--- src/rtl/pwm_bank.sv ---
module pwm_bank #(
  parameter int NCH = 4,
  parameter int CW  = 16,
  parameter int AW  = 5
) (
  input  logic           clk,
  input  logic           rst_n,
  input  logic           bus_sel,
  input  logic           bus_wr,
  input  logic [AW-1:0]  bus_addr,
  input  logic [31:0]    bus_wdata,
  output logic [31:0]    bus_rdata,
  output logic [NCH-1:0] pwm_out
);
  localparam int CHW = (NCH > 1) ? $clog2(NCH) : 1;

  logic [NCH-1:0][CW-1:0] sh_div, sh_hi, sh_pre;
  logic [NCH-1:0][CW-1:0] act_div, act_hi, act_pre;
  logic [NCH-1:0][CW-1:0] pre_cnt, per_cnt;
  logic [NCH-1:0]         en, pend;

  logic [CHW-1:0] bus_ch;
  logic           bus_r1;
  assign bus_ch = bus_addr[3 +: CHW];
  assign bus_r1 = bus_addr[2];

  logic unused_bits;
  assign unused_bits = ^{bus_addr[1:0], bus_wdata};

  for (genvar i = 0; i < NCH; i++) begin : g_ch
    logic hit, w0, w1, upd, en_nx, at_end, run_upd, commit;
    logic [CW-1:0] div_nx, hi_nx, pre_nx;

    assign hit     = bus_sel & bus_wr & (bus_ch == CHW'(i));
    assign w0      = hit & ~bus_r1;
    assign w1      = hit & bus_r1;
    assign upd     = w1 & bus_wdata[30];
    assign en_nx   = w1 ? bus_wdata[31] : en[i];
    assign div_nx  = w0 ? bus_wdata[CW-1:0]      : sh_div[i];
    assign hi_nx   = w0 ? bus_wdata[16 +: CW]    : sh_hi[i];
    assign pre_nx  = w1 ? bus_wdata[CW-1:0]      : sh_pre[i];
    assign at_end  = (pre_cnt[i] == act_pre[i]) && (per_cnt[i] == act_div[i]);
    assign run_upd = upd & en[i] & en_nx;
    assign commit  = (upd & ~run_upd)
                   | (pend[i] & ~en_nx)
                   | (en[i] & en_nx & at_end & (pend[i] | run_upd));

    always_ff @(posedge clk or negedge rst_n) begin
      if (!rst_n) begin
        sh_div[i]  <= '0;
        sh_hi[i]   <= '0;
        sh_pre[i]  <= '0;
        act_div[i] <= '0;
        act_hi[i]  <= '0;
        act_pre[i] <= '0;
        en[i]      <= 1'b0;
        pend[i]    <= 1'b0;
      end else begin
        sh_div[i] <= div_nx;
        sh_hi[i]  <= hi_nx;
        sh_pre[i] <= pre_nx;
        en[i]     <= en_nx;
        if (commit) begin
          act_div[i] <= div_nx;
          act_hi[i]  <= hi_nx;
          act_pre[i] <= pre_nx;
        end
        if (!en_nx || commit) pend[i] <= 1'b0;
        else if (run_upd)     pend[i] <= 1'b1;
      end
    end

    always_ff @(posedge clk or negedge rst_n) begin
      if (!rst_n) begin
        pre_cnt[i] <= '0;
        per_cnt[i] <= '0;
        pwm_out[i] <= 1'b0;
      end else begin
        pwm_out[i] <= en[i] & (per_cnt[i] < act_hi[i]);
        if (!en_nx || !en[i] || at_end) begin
          pre_cnt[i] <= '0;
          per_cnt[i] <= '0;
        end else if (pre_cnt[i] == act_pre[i]) begin
          pre_cnt[i] <= '0;
          per_cnt[i] <= per_cnt[i] + 1'b1;
        end else begin
          pre_cnt[i] <= pre_cnt[i] + 1'b1;
        end
      end
    end
  end

  always_comb begin
    bus_rdata = '0;
    for (int c = 0; c < NCH; c++) begin
      if (bus_sel && !bus_wr && bus_ch == CHW'(c)) begin
        if (bus_r1) bus_rdata = {en[c], 15'd0, 16'(sh_pre[c])};
        else        bus_rdata = {16'(sh_hi[c]), 16'(sh_div[c])};
      end
    end
  end
endmodule

--- config.mk ---
export PLATFORM = sky130hd
export DESIGN_NAME = pwm_bank
export DESIGN_NICKNAME = d
export VERILOG_FILES = /design/src/rtl/pwm_bank.sv
export SDC_FILE = /design/constraint.sdc
export NUM_CORES = 1
export LEC_CHECK = 0
export BUFFER_PORTS_ARGS = -buffer_cell sky130_fd_sc_hd__buf_2
export CAP_MARGIN = 20
export CORE_UTILIZATION = 55
export CTS_CLUSTER_DIAMETER = 40
export DETAILED_ROUTE_END_ITERATION = 8
export PLACE_DENSITY = 0.73
export SLEW_MARGIN = 30
export SYNTH_ARGS = -nofsm -noshare
export SYNTH_HDL_FRONTEND = slang
export SYNTH_SLANG_ARGS = --single-unit
--- constraint.sdc ---
create_clock -name clk -period 2.65 [get_ports clk]
set_input_delay 0.53 -clock clk [delete_from_list [all_inputs] [get_ports clk]]
set_output_delay 0.53 -clock clk [all_outputs]
set_load 0.005 [all_outputs]
==> flow_metrics.tcl <==
set metrics [dict create \
    grt_pass1_wl_um 105000 \
    cap_violations 0 \
    worst_hold_slack_ps 227 \
    fill_cells 3280 \
    nNetsFinal 2472 \
    period_share 0.983 \
    antenna_found_initial 3 \
    synth_largest_area_cell "dfrtp_1" \
    die_y_um 217 \
    cts-root-buf "clkbuf_16" \
    drc_errors 0 \
    synth_xor_area_frac 0.0801 \
    area_growth_pct 17.3 \
    critPathKind "input port to primary output" \
    syn-num-nets 2304 \
    outcome "complete, no violations" \
    vias_per_cell 5.90 \
    pre_cts_ws_ps -90.0 \
    clockBufferDepth 3 \
    final_antenna_net_count 0 \
    diodes 0 \
    synthDistinctLibCells 61 \
    overflow 0 \
    r2r_slack_ps 150 \
    cts.sinks 524 \
    synthSimpleGateAreaFrac 0.107 \
    rsz0062_at_grt "no" \
    dpl_cell_area_mm2 0.0273 \
    p_leak_nw 14.5 \
    required_ps 2120 \
    drt_iter0_drc 1276 \
    wirelength_um 66200 \
    power_density_mw_per_mm2 858 \
    synthMuxAreaShare 0.182 \
    die_area_mm2 0.0472 \
    final_cell_mix "dfrtp_1 (524), mux2_2 (244), nand2_1 (223), xor2_1 (169), nor2_1 (140)" \
    synth_compound_area_frac 0.0550 \
    clk_latency_ps 630 \
    synthAdderAreaFrac 0.0334 \
    final_max_slew_viol_count 0 \
    multi_input_area_mm2 0.0118 \
    async_flop_share 1.00 \
    cts_htree_levels 3 \
    critPathMaxFanout 16 \
    clock-skew-final_ps 25.7 \
    ys.flop_type "dfrtp_1" \
    total_power_mw 25.7 \
    synthesis.area_mm2 0.0255 \
    grt_start_max_net_pins 82 \
    grt_usage 0.290 \
    gp_congestion 0.921 \
    ios 77 \
    setup_violations 0 \
    layout_commonest_cell "dfrtp_1" \
    synth_top_area_share 0.515 \
    worst_pin_slew_ps 808 \
    fp.coreArea_mm2 0.0456 \
    cts_tree "built" \
    hold_class "input port to flip-flop" \
    dpl.hpwl_um 47000 \
    hold_viol_final 0 \
    design_area_mm2 0.0299 \
    clk_pin_slew_ps 50 \
    fmax_ghz 0.384 \
    utilization 0.656 \
    final_layout_size_suffix_gt1_frac 0.247 \
    syn_avg_cell_area_um2 11.6 \
    row_count 78 \
    yosysWarnings 0 \
    numCtsBuffers 74 \
    synth.ff_latch_count 524 \
    post_drt_wl_per_cell_um 21.9 \
    grt_pass1_vias 18700 \
    setup_slack_ps 45.3 \
    yosys-top-cells-area "dfrtp_1 (51%), mux2_2 (11%), xor2_1 (5.8%)" \
    relSlewSlack 0.461 \
    regArea_mm2 0.0131 \
    synth_top_family_by_area "multiplexers" \
    vdd_ir_drop_max_mv 0.740 \
    ys_seq_area_frac 0.515 \
    io_buffers 74 \
    crit_path_start_kind "input port" \
    start_util 0.559 \
    period_needed_ps 2600 \
    synth-edff-count 0 \
    num_vias 17800 \
    cp.arrival_ps 2070 \
    dr.pass1.iters 5 \
    syn_inst 2195 \
    die_w_um 217 \
    cp-end-kind "primary output" \
]
## worst max-delay path, cell delays in order
cell     delay, ps
buf_2          140
nor2b_1        140
buf_4          150
nand2_1        120
buf_12         170
o22ai_2        100
buf_4          160
o21ai_1        200
o21ai_0        190
buf_2          170
## cell families after synthesis
kind of cell | Yosys count
adder cells (fa/ha/maj) | 68
XOR/XNOR | 233
AO/OA/AOI/OAI | 217
multiplexers | 404
buffers and inverters | 163
flip-flops | 524
AND/OR/NAND/NOR | 586
## report_power, final
| part | internal, mW | switching, mW | leakage (nW) |
|---|---|---|---|
| Clock | 6.05 | 3.82 | 1.20 |
| Sequential | 9.56 | 1.04 | 6.87 |
| Combinational | 2.29 | 2.89 | 6.44 |
| Total | 17.9 | 7.75 | 14.5 |
## synthesized netlist by cell type, types with 3 or more instances
| library cell | instances |
|---|---|
| nor2_1 | 143 |
| nor3_1 | 4 |
| o21ai_1 | 3 |
| buf_1 | 9 |
| clkbuf_1 | 49 |
| buf_4 | 8 |
| o2111ai_1 | 6 |
| mux2i_1 | 67 |
| nand2b_1 | 8 |
| a22o_1 | 3 |
| nor4_1 | 30 |
| o22ai_1 | 17 |
| o31ai_1 | 4 |
| a21boi_0 | 5 |
| nand3_1 | 61 |
| buf_6 | 6 |
| nand2_1 | 223 |
| or4_1 | 3 |
| and2_1 | 10 |
| mux4_2 | 15 |
| ha_1 | 68 |
| and3_1 | 24 |
| o21ai_0 | 73 |
| nor2b_1 | 24 |
| a2111oi_0 | 17 |
| a31oi_1 | 4 |
| buf_2 | 15 |
| xnor2_1 | 64 |
| xor2_1 | 169 |
| a21oi_1 | 33 |
| nand4_1 | 33 |
| a21o_1 | 12 |
| dfrtp_1 | 524 |
| mux2_1 | 78 |
| or3_1 | 5 |
| nor4_2 | 4 |
| and4_1 | 5 |
| o211ai_1 | 3 |
| inv_1 | 75 |
| mux2_2 | 244 |
| a211oi_1 | 18 |
| a21boi_2 | 3 |
## what timing repair did
action                     4_1_cts  5_1_grt
buffers inserted                 0        0
hold endpoints to repair        26        0
hold buffers                     1        0
setup endpoints to repair        7       34
resized for setup                8       21
## flip-flops by register name, indices dropped and copies added (netlist names)
name	cells
act_div	64
act_hi	64
act_pre	64
per_cnt	64
pre_cnt	64
sh_div	64
sh_hi	64
sh_pre	64
en	4
pend	4
pwm_out	4
## worst paths after layout
path,startpoint,endpoint,cells past startpoint
min in group asynchronous,rst_n,sh_div[4]$_DFF_PN0_,2
max in group asynchronous,rst_n,sh_hi[51]$_DFF_PN0_,3
min reg2reg,act_hi[13]$_DFFE_PN0P_,act_hi[13]$_DFFE_PN0P_,1
min,bus_wdata[25],sh_hi[41]$_DFF_PN0_,2
max reg2reg,pre_cnt[34]$_DFF_PN0_,act_hi[38]$_DFFE_PN0P_,7
max,bus_sel,bus_rdata[4],10
## through the flow
step	TNS (ps)	instances
after floorplan	0	2195
after global placement	-74.9	2886
after detailed placement	-317	2886
after CTS	0	3018
after global routing	0	3018
final	0	3018
## final cells by class
type / instances / area share
Clock buffer: 89 / 0.0669
Clock inverter: 42 / 0.0162
Inverter: 76 / 0.00954
Multi-Input combinational cell: 1508 / 0.394
Sequential cell: 524 / 0.439
Tap cell: 600 / 0.0251
Timing Repair Buffer: 179 / 0.0498
## layer usage
metal  routed length, um  vias up  track usage  part of all wire
met5                  19        -            0           0.00029
met3                4160      136       0.0546             0.063
met2               32300      573        0.483              0.49
li1                    -     8008            -                 -
met4                1890        2       0.0995             0.029
met1               27800     9082        0.381              0.42
(Power assumes the default switching activity.)
